$ cat config.mk
export PLATFORM = sky130hd
export DESIGN_NAME = cpu_watchdog
export DESIGN_NICKNAME = d
export VERILOG_FILES = /design/src/rtl/wdg_pkg.sv /design/src/rtl/wdg_prescaler.sv /design/src/rtl/wdg_halt_ctrl.sv /design/src/rtl/wdg_ctrl_reg.sv /design/src/rtl/cpu_watchdog.sv
export SDC_FILE = /design/constraint.sdc
export NUM_CORES = 1
export LEC_CHECK = 0
export ABC_AREA = 0
export CAP_MARGIN = 20
export CORE_ASPECT_RATIO = 1.2
export CORE_UTILIZATION = 45
export CTS_CLUSTER_SIZE = 30
export DETAILED_ROUTE_END_ITERATION = 16
export DONT_BUFFER_PORTS = 1
export SLEW_MARGIN = 20
export SYNTH_ARGS = -nofsm -noshare
export SYNTH_HDL_FRONTEND = slang
export SYNTH_SLANG_ARGS = --single-unit
$ cat constraint.sdc
create_clock -name clk_i -period 2.4 [get_ports clk_i]
set_input_delay 0.36 -clock clk_i [delete_from_list [all_inputs] [get_ports clk_i]]
set_output_delay 0.36 -clock clk_i [all_outputs]
set_load 0.01 [all_outputs]
$ cat src/rtl/wdg_pkg.sv
package wdg_pkg;
  localparam int unsigned CNT_W = 7;

  typedef enum logic [1:0] {
    ST_RUN    = 2'd0,
    ST_HALTED = 2'd1,
    ST_WAKE   = 2'd2
  } halt_state_e;

  typedef struct packed {
    logic             en;
    logic [CNT_W-1:0] cnt;
  } wdg_ctrl_t;
endpackage

$ cat src/rtl/wdg_prescaler.sv
module wdg_prescaler #(
  parameter int unsigned PRESCALE = 12288
) (
  input  logic clk_i,
  input  logic rst_ni,
  input  logic clr_i,
  input  logic run_i,
  output logic tick_o
);
  localparam int unsigned PW = (PRESCALE > 1) ? $clog2(PRESCALE) : 1;
  localparam logic [PW-1:0] LAST = PW'(PRESCALE - 1);

  logic [PW-1:0] pcnt_q;

  assign tick_o = run_i && !clr_i && (pcnt_q == LAST);

  always_ff @(posedge clk_i or negedge rst_ni) begin
    if (!rst_ni)               pcnt_q <= '0;
    else if (clr_i)            pcnt_q <= '0;
    else if (run_i) begin
      if (pcnt_q == LAST)      pcnt_q <= '0;
      else                     pcnt_q <= pcnt_q + 1'b1;
    end
  end

  p_frozen_prescaler_r11: assert property (@(posedge clk_i) disable iff (!rst_ni)
    (!run_i && !clr_i) |=> $stable(pcnt_q));
endmodule

$ cat src/rtl/wdg_halt_ctrl.sv
module wdg_halt_ctrl
  import wdg_pkg::*;
#(
  parameter int unsigned WAKE_DELAY = 4096
) (
  input  logic        clk_i,
  input  logic        rst_ni,
  input  logic        halt_i,
  input  logic        irq_i,
  output logic        running_o,
  output halt_state_e state_o
);
  localparam int unsigned DW = (WAKE_DELAY > 1) ? $clog2(WAKE_DELAY) : 1;
  localparam logic [DW-1:0] DLAST = DW'(WAKE_DELAY - 1);

  halt_state_e   state_q, state_d;
  logic [DW-1:0] dcnt_q;

  always_comb begin
    state_d = state_q;
    unique case (state_q)
      ST_RUN:    if (halt_i) state_d = ST_HALTED;
      ST_HALTED: if (irq_i)  state_d = ST_WAKE;
      ST_WAKE:   if (dcnt_q == DLAST) state_d = ST_RUN;
      default:   state_d = ST_RUN;
    endcase
  end

  always_ff @(posedge clk_i or negedge rst_ni) begin
    if (!rst_ni) begin
      state_q <= ST_RUN;
      dcnt_q  <= '0;
    end else begin
      state_q <= state_d;
      if (state_q == ST_WAKE) dcnt_q <= dcnt_q + 1'b1;
      else                    dcnt_q <= '0;
    end
  end

  assign running_o = (state_q == ST_RUN);
  assign state_o   = state_q;

  // only an interrupt leaves the frozen state
  p_halt_held_r11: assert property (@(posedge clk_i) disable iff (!rst_ni)
    (state_q == ST_HALTED && !irq_i) |=> (state_q == ST_HALTED));
  p_wake_not_running_r12: assert property (@(posedge clk_i) disable iff (!rst_ni)
    (state_q == ST_HALTED && irq_i) |=> !running_o);
endmodule

$ cat src/rtl/wdg_ctrl_reg.sv
module wdg_ctrl_reg
  import wdg_pkg::*;
(
  input  logic      clk_i,
  input  logic      rst_ni,
  input  logic      wr_en_i,
  input  logic [7:0] wr_data_i,
  input  logic      tick_i,
  output wdg_ctrl_t ctrl_o
);
  wdg_ctrl_t ctrl_q;

  always_ff @(posedge clk_i or negedge rst_ni) begin
    if (!rst_ni) begin
      ctrl_q.en  <= 1'b0;
      ctrl_q.cnt <= '1;
    end else if (wr_en_i) begin
      ctrl_q.en  <= ctrl_q.en | wr_data_i[7];  // enable is set-only
      ctrl_q.cnt <= wr_data_i[CNT_W-1:0];
    end else if (tick_i) begin
      ctrl_q.cnt <= ctrl_q.cnt - 7'd1;
    end
  end

  assign ctrl_o = ctrl_q;

  p_enable_sticky_r3: assert property (@(posedge clk_i) disable iff (!rst_ni)
    ctrl_q.en |=> ctrl_q.en);
  p_tick_step_r4: assert property (@(posedge clk_i) disable iff (!rst_ni)
    (tick_i && !wr_en_i) |=> (ctrl_q.cnt == $past(ctrl_q.cnt) - 7'd1));
endmodule

$ cat src/rtl/cpu_watchdog.sv
module cpu_watchdog
  import wdg_pkg::*;
#(
  parameter int unsigned PRESCALE   = 12288,
  parameter int unsigned WAKE_DELAY = 4096
) (
  input  logic       clk_i,
  input  logic       rst_ni,
  input  logic       wr_en_i,
  input  logic [7:0] wr_data_i,
  output logic [7:0] rd_data_o,
  input  logic       halt_i,
  input  logic       wait_i,
  input  logic       ext_irq_i,
  input  logic       opt_hw_wdg_i,
  input  logic       opt_halt_rst_i,
  output logic       wdg_rst_o
);
  wdg_ctrl_t   ctrl;
  halt_state_e hstate;
  logic        running, tick, armed, fired_q, trig, rst_q;
  logic        unused_wait;

  assign unused_wait = wait_i;  // wait state does not affect the watchdog

  assign armed = ctrl.en | opt_hw_wdg_i;

  wdg_prescaler #(.PRESCALE(PRESCALE)) i_presc (
    .clk_i  (clk_i),
    .rst_ni (rst_ni),
    .clr_i  (wr_en_i),
    .run_i  (armed && running && !fired_q),
    .tick_o (tick)
  );

  wdg_halt_ctrl #(.WAKE_DELAY(WAKE_DELAY)) i_halt (
    .clk_i     (clk_i),
    .rst_ni    (rst_ni),
    .halt_i    (halt_i),
    .irq_i     (ext_irq_i),
    .running_o (running),
    .state_o   (hstate)
  );

  wdg_ctrl_reg i_ctrl (
    .clk_i     (clk_i),
    .rst_ni    (rst_ni),
    .wr_en_i   (wr_en_i),
    .wr_data_i (wr_data_i),
    .tick_i    (tick),
    .ctrl_o    (ctrl)
  );

  assign trig = armed && (!ctrl.cnt[CNT_W-1] ||
                          (running && halt_i && opt_halt_rst_i));

  always_ff @(posedge clk_i or negedge rst_ni) begin
    if (!rst_ni) begin
      rst_q   <= 1'b0;
      fired_q <= 1'b0;
    end else begin
      rst_q   <= trig && !fired_q;
      fired_q <= fired_q | trig;
    end
  end

  assign wdg_rst_o = rst_q;
  assign rd_data_o = ctrl;

  p_one_cycle_pulse_r7: assert property (@(posedge clk_i) disable iff (!rst_ni)
    wdg_rst_o |=> !wdg_rst_o);
  p_timeout_fires_r5: assert property (@(posedge clk_i) disable iff (!rst_ni)
    (armed && !ctrl.cnt[CNT_W-1] && !fired_q) |=> wdg_rst_o);
  p_disarmed_hold_r2: assert property (@(posedge clk_i) disable iff (!rst_ni)
    (!armed && !wr_en_i) |=> $stable(ctrl.cnt));
  p_halt_freeze_r11: assert property (@(posedge clk_i) disable iff (!rst_ni)
    (hstate != ST_RUN && !wr_en_i) |=> $stable(ctrl.cnt));
endmodule

==> metrics, run 1 <==
status=complete, no violations; PD cells=586.6 nW/um^2; vias per inst=5.949; final hold violation count=0; residual DRC count=0; P_int=0.0009558 W; reg-to-reg slack, setup=0.29 ns; Pre-antenna DRT Iters=4; hold path start=wr_en_i; DRT Wirelength=4.475 mm; syn avg cell area=9.349 um^2; mux cell area share after synthesis=0.4957%; Worst setup SP type=register; total grt overflow=0; initial antenna violation count=0; Max VDD drop=0.0002543 V; WL met3=124 um; final worst-path cycle share=88.01%; final instance area=2190 um^2; Hold Path Depth=1; gr usage total=21.40%; largest cells by area after synthesis=dfrtp_1 (38%), dfstp_2 (9.1%), nor2_1 (4.5%), a31oi_1 (3.7%), nand3_1 (3.7%); die area=4761 um^2; routed vias=1642; clk sinks=38; H-tree Lvls=2; Starting Density=47.03%; Switching Share=25.59%; Worst EP required=2.61 ns; complex-gate fraction of the synthesized area=14.25%; XOR/XNOR Fraction of Synth Area=4.337%; Avg WL per Cell=16.21 um; Synth Register Bits=38; post-CTS setup buffers=0; Root Buffer=clkbuf_8; Clk pwr share=33.1%; Pwr Total=0.001285 W; CP startpoint=i_presc.pcnt_q[0]$_DFFE_PN0P_; sequential share of power=57.2%; syn_nets=235; Cells after Synth=216; crit path capture type=register; DR WL met2=2.307 mm; Diodes inserted=0; Netlist cell types=45; placed instance count=268; DP HPWL=3.139 mm; RePlAce Congestion=0.8493; fin cells=276; maxcap violations=0; mapped cell area=2019 um^2; critical setup path kind=register to register; Rel. slew slack=68.12%; leak pwr=0.8355 nW; largest fanout on the critical path=8; RSZ-0062 raised after global routing=no; Worst-Skew Late Latency=0.28 ns; crit path time final=2.112 ns; highest metal used=met4; area share of the largest cell type after synthesis=38.41%; Setup-failing EPs final=0; Worst Hold End=i_presc.pcnt_q[8]$_DFFE_PN0P_; initial DRC count=118; worst slew pin tran=0.4782 ns; sw power=0.0003287 W; Synth Area in Simple Gates=28.13%; M1 WL=2.001 mm; largest family of logic cells by synthesized area=simple AND/OR/NAND/NOR gates; Worst-path clk slew=0.07 ns; most frequent cells in the layout=dfrtp_1 (31), nor2_1 (24), nand2_1 (16); FMAX=473.4 MHz; hold crit path type=primary input to register; Longest Clk Path Bufs=2; R2R cell count=5; nets=240; DRT antenna net count=0; placed cell areas=2077 um^2; Area growth syn-to-layout=8.426%; Synth Flop Type=dfrtp_1; EDFF count, synth=0; Comb power frac=9.7%; setup_tns=0 ns; Max Slew Vio Count=0; ys async rst share=100.0%; most common library cell in the layout ignoring fill and taps=dfrtp_1; height of the chip=75.39 um; Yosys top cell by area=dfrtp_1; Critical R2R Launch=i_presc.pcnt_q[0]$_DFFE_PN0P_; Adder-Cell Fraction of Synth Area=1.859%; Die X-Extent=63.16 um; yosys warns=0; Crit path arrival time=2.33 ns; CTS Buf Count=5; post-synthesis sequential area ratio=47.52%; worst clock skew=0.006048 ns; # rows=26; CTS tree=yes; IO Port Bufs=0; first-pass GRT wire length=7.638 mm; layout cells sized above 1=10.00%; vias in the first global route=1596; top-level port count=25; largest net degree at the start of global routing=39; Core Area=4294 um^2; reg2reg end=i_ctrl.ctrl_o[6]$_DFFE_PN1P_
area by class of cell:
| type | instances | area, um^2 |
|---|---|---|
| fillers | 393 | 2105 |
| multi-input cells | 162 | 991.0 |
| flip-flops and latches | 38 | 959.7 |
| clock buffers | 6 | 82.58 |
| well taps | 56 | 70.07 |
| repair buffers | 5 | 52.55 |
| inverters | 9 | 33.78 |
worst max path at each step:
stage / to / slack (ns) / cells past startpoint
after global routing: i_ctrl.ctrl_o[6]$_DFFE_PN1P_ / 0.14 / 5
after floorplan: i_ctrl.ctrl_o[4]$_DFFE_PN1P_ / 0.46 / 6
after CTS: i_ctrl.ctrl_o[6]$_DFFE_PN1P_ / 0.29 / 5
final: i_ctrl.ctrl_o[6]$_DFFE_PN1P_ / 0.29 / 5
after global placement: i_ctrl.ctrl_o[6]$_DFFE_PN1P_ / 0.34 / 5
after detailed placement: i_ctrl.ctrl_o[6]$_DFFE_PN1P_ / 0.32 / 5
cell usage after synthesis (6+ instances only):
master	count
dfrtp_1	31
nand4_1	7
a31oi_1	12
nor4_1	7
o21ai_0	6
inv_1	8
nand3_1	15
nor2_1	24
a21oi_1	7
dfstp_2	7
nand2_1	16
state kept, by name, indices dropped and copies added, names as in the netlist:
signal          cells
i_presc.pcnt_q     14
wdg_rst_o           1
i_ctrl.ctrl_o       8
i_halt.state_o      2
fired_q             1
i_halt.dcnt_q      12
metrics by stage:
| stage | utilization, % | hold WS, ns | setup WS, ns |
|---|---|---|---|
| after detailed placement | 48.37 | 0.06540 | 0.3183 |
| after global placement | 48.37 | 0.06523 | 0.3431 |
| final | 50.99 | 0.1374 | 0.2877 |
| after floorplan | - | 0.06441 | 0.4626 |
| after global routing | 50.99 | 0.1132 | 0.1438 |
| after CTS | 50.99 | 0.1222 | 0.2886 |
cells by family (layout without fill, tap and decap cells):
kind of cell,count (synthesis),after routing
AOI/OAI and AO/OA,42,42
xor gates and xnor gates,10,10
adders and majority gates,3,3
buffers and inverters,16,20
DFF,38,38
muxes,1,1
and+or+nand+nor,106,106
routing by layer:
layer  track usage, %  vias to the layer above
met4            8.527                        0
met3            5.838                        4
met1            26.03                      800
met5                0                        -
li1                 -                      810
met2            36.44                       28
power by group through the flow:
stage,registers (W),logic [W],clock network [W]
2_1_floorplan,0.000734,0.0000949,0
3_3_place_gp,0.000744,0.000101,0
3_5_place_dp,0.000746,0.000107,0
4_1_cts,0.000734,0.000127,0.000447
5_1_grt,0.000742,0.000145,0.000468
6_report,0.000735,0.000124,0.000426
critical path: stages, from the launching register on:
cell and delay [ns]:
dfrtp_1 0.40, ha_1 0.23, nand3_1 0.17, or4_4 0.58
or4_1 0.48, a31oi_1 0.17
repair_timing:
item,4_1_cts,5_1_grt
endpoints found under the hold margin,38,0
hold buffers,2,0
resized for setup,0,0
(Power assumes the default switching activity.)
==> inputs of run 2 (changes only) <==
CORE_MARGIN = 8   (was unset)
==> run 2 against run 1 <==
Compared with the run above:
- routed wire length rose by 2.5%
- clock power up 57%
- worst hold slack worse by 0.0088 ns
- die area grew 45%
- utilization rose by 1.2 points
- largest cell class unchanged
- cell area rose by 2.4%
- register-to-register slack got worse by 0.096 ns
- combinational power about the same
==> metrics, run 2 (synthesized netlist as in run 1, its figures left out) <==
Resized cells post-CTS=0 (unchanged); # fillers=418 (was 393); sequential share of power=48.1% (was 57.2%); sw power=0.0003506 W (was 0.0003287 W); Longest Clk Path Bufs=2 (unchanged); Slowest-stage cell, CP=or4_4 (unchanged); Rel. slew slack=69.49% (was 68.12%); Starting Density=47.03% (unchanged); layout cells sized above 1=10.41% (was 10.00%); critical-path cell list=ha_1, nand3_1, or4_4, or4_1, a31oi_1 (unchanged); Worst setup SP type=register (unchanged); CTS Hold Bufs=2 (unchanged); largest net degree at the start of global routing=39 (unchanged); initial DRC count=63 (was 118); H-tree Lvls=2 (unchanged); DRT Wirelength=4.587 mm (was 4.475 mm); gr usage total=14.47% (was 21.40%); CTS tree=yes (unchanged); Area growth syn-to-layout=11.03% (was 8.426%); height of the chip=89.39 um (was 75.39 um); setup_tns=0 ns (unchanged); P_int=0.001178 W (was 0.0009558 W); global routing's busiest layer=met2 (unchanged); CTS Buf Count=5 (unchanged); Switching Share=22.94% (was 25.59%); grt met3 use=4.024% (was 5.838%); vias per inst=5.978 (was 5.949); nets=239 (was 240); DRT antenna net count=0 (unchanged); Clk pwr share=43.8% (was 33.1%); met1 Use GR=15.66% (was 26.03%); Max Slew Vio Count=0 (unchanged); FMAX=452.8 MHz (was 473.4 MHz); residual DRC count=0 (unchanged); M2 GR Usage=26.53% (was 36.44%); leak pwr=0.8596 nW (was 0.8355 nW); Pre-antenna DRT Iters=4 (unchanged); dpl ws=0.2318 ns (was 0.3183 ns); initial antenna violation count=0 (unchanged); Setup-failing EPs final=0 (unchanged); Max VDD drop=0.0004205 V (was 0.0002543 V); Worst-path clk slew=0.08 ns (was 0.07 ns); Crit path arrival time=2.43 ns (was 2.33 ns); Setup WS post-layout=0.1915 ns (was 0.2877 ns); Worst EP required=2.62 ns (was 2.61 ns); Core Area=4294 um^2 (unchanged); Avg WL per Cell=16.56 um (was 16.21 um); top-level port count=25 (unchanged); PD cells=681.7 nW/um^2 (was 586.6 nW/um^2); total grt overflow=0 (unchanged); Root Buffer=clkbuf_8 (unchanged); RePlAce Congestion=0.8035 (was 0.8493); Max stage delay on crit path=0.66 ns (was 0.58 ns); IO Port Bufs=0 (unchanged); routed vias=1656 (was 1642); first-pass GRT wire length=8.107 mm (was 7.638 mm); # rows=26 (unchanged); worst clock skew=0.005835 ns (was 0.006048 ns); clk sinks=38 (unchanged); final hold violation count=0 (unchanged); Most flops, register=i_presc.pcnt_q (unchanged); Worst-Skew Late Latency=0.29 ns (was 0.28 ns); hold crit path type=primary input to register (unchanged); post-CTS setup buffers=0 (unchanged); max reg flops=14 (unchanged); final worst-path cycle share=92.02% (was 88.01%); DP HPWL=3.274 mm (was 3.139 mm); vias in the first global route=1752 (was 1596); worst slew pin tran=0.4577 ns (was 0.4782 ns); critical setup path kind=register to register (unchanged); Comb power frac=8.1% (was 9.7%); crit path capture type=register (unchanged); most frequent cells in the layout=dfrtp_1 (31), nor2_1 (24), nand2_1 (16) (unchanged); largest fanout on the critical path=21 (was 8); die area=6897 um^2 (was 4761 um^2); most common library cell in the layout ignoring fill and taps=dfrtp_1 (unchanged); Diodes inserted=0 (unchanged); status=complete, no violations (unchanged); maxcap violations=0 (unchanged); RSZ-0062 raised after global routing=no (unchanged); crit path time final=2.209 ns (was 2.112 ns); Die X-Extent=77.16 um (was 63.16 um)
## run 2: cell types whose count changed in the layout (fill, tap and decap cells not counted), sizes merged
cell / change
bufinv: +2
buf: -1
## run 2: worst paths after layout
| path | to | slack [ns] | cells after the start | startpoint |
|---|---|---|---|---|
| worst max-delay path | i_ctrl.ctrl_o[6]$_DFFE_PN1P_ | 0.19 | 5 | i_presc.pcnt_q[0]$_DFFE_PN0P_ |
| worst min-delay path | i_presc.pcnt_q[12]$_DFFE_PN0P_ | 0.13 | 1 | wr_en_i |
| worst max register to register | i_ctrl.ctrl_o[6]$_DFFE_PN1P_ | 0.19 | 5 | i_presc.pcnt_q[0]$_DFFE_PN0P_ |
| worst min register to register | wdg_rst_o$_DFF_PN0_ | 0.47 | 1 | fired_q$_DFF_PN0_ |
| max in group asynchronous | i_ctrl.ctrl_o[3]$_DFFE_PN1P_ | 1.61 | 2 | rst_ni |
| min in group asynchronous | i_halt.dcnt_q[10]$_DFF_PN0_ | 0.53 | 2 | rst_ni |
## run 2: area by class of cell
type,instances,area [um^2],share of cell area [%]
Multi-Input combinational cell,162,991.0,44.20
Sequential cell,38,959.7,42.80
Clock buffer,6,82.58,3.683
Tap cell,56,70.07,3.125
Clock inverter,2,60.06,2.679
Timing Repair Buffer,4,45.04,2.009
Inverter,9,33.78,1.507
## run 2: power groups by stage
| stage | Sequential [W] | Clock, W | Combinational [W] |
|---|---|---|---|
| after floorplan | 0.000734 | 0 | 0.0000949 |
| after global placement | 0.000745 | 0 | 0.000101 |
| after detailed placement | 0.000748 | 0 | 0.000107 |
| after CTS | 0.000735 | 0.000684 | 0.000126 |
| after global routing | 0.000741 | 0.000709 | 0.000145 |
| final | 0.000735 | 0.000670 | 0.000124 |
## run 2: stage by stage
stage	cells	util [%]	hold WS [ns]	cell area (um^2)	power (W)
after detailed placement	267	48.19	0.06562	2069	0.0008550
after global routing	277	52.21	0.1114	2242	0.001595
after global placement	267	48.19	0.06557	2069	0.0008460
after floorplan	216	-	0.06441	2019	0.0008284
final	277	52.21	0.1286	2242	0.001528
after CTS	277	52.21	0.1196	2242	0.001545
## run 2: critical path: cells and delay by family (launching register included)
family	cells	cell delay [ns]
simple gates	3	1.33
flops	1	0.41
fa+ha+maj	1	0.22
compound gates	1	0.18
## run 2: per-layer routing
metal / wire length, um / share of wire (%)
met5: 0 / 0
met3: 165 / 3.6
met2: 2410 / 53
met1: 1950 / 43
met4: 61 / 1.3
==> inputs of run 3 (changes only) <==
RECOVER_POWER = 100   (was unset)
clock period = 2.3 ns   (was 2.4 ns; I/O delays follow)
==> run 3 against run 2 <==
Compared with the run above:
- count of clock-buffer cells in the layout stayed put
- combinational power hardly changed
- critical path type unchanged
- clock power is 4.8% higher
- non-clock buffer count is 1 higher
==> metrics, run 3 (synthesized netlist as in run 1, its figures left out) <==
status=complete, no violations (unchanged); Worst EP required=2.47 ns (was 2.62 ns); RePlAce Congestion=0.7932 (was 0.8035); Crit path arrival time=2.27 ns (was 2.43 ns); height of the chip=89.39 um (unchanged); Rel. slew slack=36.13% (was 69.49%); DRT antenna net count=0 (unchanged); first-pass GRT wire length=8.031 mm (was 8.107 mm); Reg area=959.7 um^2 (unchanged); total grt overflow=0 (unchanged); largest fanout on the critical path=13 (was 21); clk sinks=38 (unchanged); maxcap violations=0 (unchanged); Pre-antenna DRT Iters=4 (unchanged); reg2reg end=i_presc.pcnt_q[7]$_DFFE_PN0P_ (was i_ctrl.ctrl_o[6]$_DFFE_PN1P_); Setup-failing EPs final=0 (unchanged); CTS Hold Bufs=2 (unchanged); worst clock skew=0.007832 ns (was 0.005835 ns); DP HPWL=3.230 mm (was 3.274 mm); Starting Density=47.03% (unchanged); Avg WL per Cell=16.21 um (was 16.56 um); Core Area=4294 um^2 (unchanged); CTS tree=yes (unchanged); residual DRC count=0 (unchanged); Pwr Total=0.001588 W (was 0.001528 W); reg-to-reg slack, setup=0.20 ns (was 0.19 ns); Setup WS post-layout=0.1991 ns (was 0.1915 ns); crit path time final=2.101 ns (was 2.209 ns); critical-path cell list=ha_1, nand3_1, or4_4, clkbuf_2, nand2_1, o211ai_1 (was ha_1, nand3_1, or4_4, or4_1, a31oi_1); H-tree Lvls=2 (unchanged); final hold violation count=0 (unchanged); # fillers=415 (was 418); FMAX=476.0 MHz (was 452.8 MHz); largest net degree at the start of global routing=39 (unchanged); Die X-Extent=77.16 um (unchanged); initial DRC count=70 (was 63); hold crit path type=primary input to register (unchanged); PD cells=712.6 nW/um^2 (was 681.7 nW/um^2); hold slack=0.1063 ns (was 0.1286 ns); crit path capture type=register (unchanged); dpl ws=0.2305 ns (was 0.2318 ns); Most flops, register=i_presc.pcnt_q (unchanged); top-level port count=25 (unchanged); # rows=26 (unchanged); final worst-path cycle share=91.34% (was 92.02%); max reg flops=14 (unchanged); most common library cell in the layout ignoring fill and taps=dfrtp_1 (unchanged); RSZ-0062 raised after global routing=no (unchanged); Area growth syn-to-layout=10.35% (was 11.03%); Hold Path Depth=1 (unchanged); critical setup path kind=register to register (unchanged); die area=6897 um^2 (unchanged); worst slew pin tran=0.9581 ns (was 0.4577 ns); Diodes inserted=0 (unchanged); Critical R2R Launch=i_presc.pcnt_q[0]$_DFFE_PN0P_ (unchanged); gr usage total=14.33% (was 14.47%); routed vias=1639 (was 1656); Multi-input gate area=991.0 um^2 (unchanged); DRT Wirelength=4.506 mm (was 4.587 mm); Worst setup SP type=register (unchanged); nets=240 (was 239); initial antenna violation count=0 (unchanged); hold path start=wr_en_i (unchanged); post-CTS setup buffers=0 (unchanged); vias in the first global route=1665 (was 1752); R2R cell count=6 (was 5); leak pwr=0.8497 nW (was 0.8596 nW); setup_tns=0 ns (unchanged); Worst-Skew Late Latency=0.29 ns (about the same); layout cells sized above 1=7.207% (was 10.41%); Slowest-stage cell, CP=or4_4 (unchanged); Worst-path clk slew=0.08 ns (about the same); vias per inst=5.896 (was 5.978); Resized cells post-CTS=0 (unchanged); Max stage delay on crit path=0.58 ns (was 0.66 ns); most frequent cells in the layout=dfrtp_1 (31), nor2_1 (24), nand2_1 (16) (unchanged); Longest Clk Path Bufs=2 (unchanged); Max VDD drop=0.0003033 V (was 0.0004205 V); CTS Buf Count=5 (unchanged); IO Port Bufs=0 (unchanged); Worst Hold End=i_presc.pcnt_q[12]$_DFFE_PN0P_ (unchanged); Max Slew Vio Count=0 (unchanged); Root Buffer=clkbuf_8 (unchanged)
## run 3: worst max-delay path by stage
| stage | from | to | slack [ns] | cells after the start |
|---|---|---|---|---|
| floorplan | i_presc.pcnt_q[0]$_DFFE_PN0P_ | i_ctrl.ctrl_o[4]$_DFFE_PN1P_ | 0.36 | 6 |
| global placement | i_presc.pcnt_q[0]$_DFFE_PN0P_ | i_ctrl.ctrl_o[6]$_DFFE_PN1P_ | 0.24 | 5 |
| finish | i_presc.pcnt_q[0]$_DFFE_PN0P_ | i_presc.pcnt_q[7]$_DFFE_PN0P_ | 0.20 | 6 |
| CTS | i_presc.pcnt_q[0]$_DFFE_PN0P_ | i_ctrl.ctrl_o[6]$_DFFE_PN1P_ | 0.20 | 5 |
| global route | i_presc.pcnt_q[0]$_DFFE_PN0P_ | i_presc.pcnt_q[7]$_DFFE_PN0P_ | 0.05 | 6 |
| detailed placement | i_presc.pcnt_q[0]$_DFFE_PN0P_ | i_ctrl.ctrl_o[6]$_DFFE_PN1P_ | 0.23 | 5 |
## run 3: metrics by stage
step | cells | util, % | cell area, um^2
after floorplan | 216 | - | 2019
after global placement | 268 | 48.37 | 2077
after detailed placement | 268 | 48.37 | 2077
after CTS | 278 | 52.39 | 2250
after global routing | 278 | 51.89 | 2228
final | 278 | 51.89 | 2228
## run 3: final cells by class
cell class / count / share of cell area [%]
Inverter: 9 / 1.516
Sequential cell: 38 / 43.07
Tap cell: 56 / 3.144
Multi-Input combinational cell: 162 / 44.47
Clock buffer: 6 / 3.706
Clock inverter: 2 / 2.695
Timing Repair Buffer: 5 / 1.404
## run 3: critical path: cells and delay by family, from the launching register on
family / cells / cell delay, ns
fa+ha+maj: 1 / 0.23
simple gates: 3 / 0.97
buf+inv: 1 / 0.25
flops: 1 / 0.40
compound gates: 1 / 0.12
## run 3: power breakdown
| part | internal (W) | switching, W |
|---|---|---|
| logic | 0.0000479 | 0.0000753 |
| registers | 0.000710 | 0.0000527 |
| clock network | 0.000463 | 0.000239 |
## run 3: per-layer routing
layer  wire length, um  global-route usage (%)  vias up  share of wire, %
met5                 0                       0        -                 0
li1                  -                       -      806                 -
met2              2284                   24.39       28                51
met3               189                   3.722       10               4.2
met1              1932                   16.65      795                43
met4                98                   6.529        0               2.2
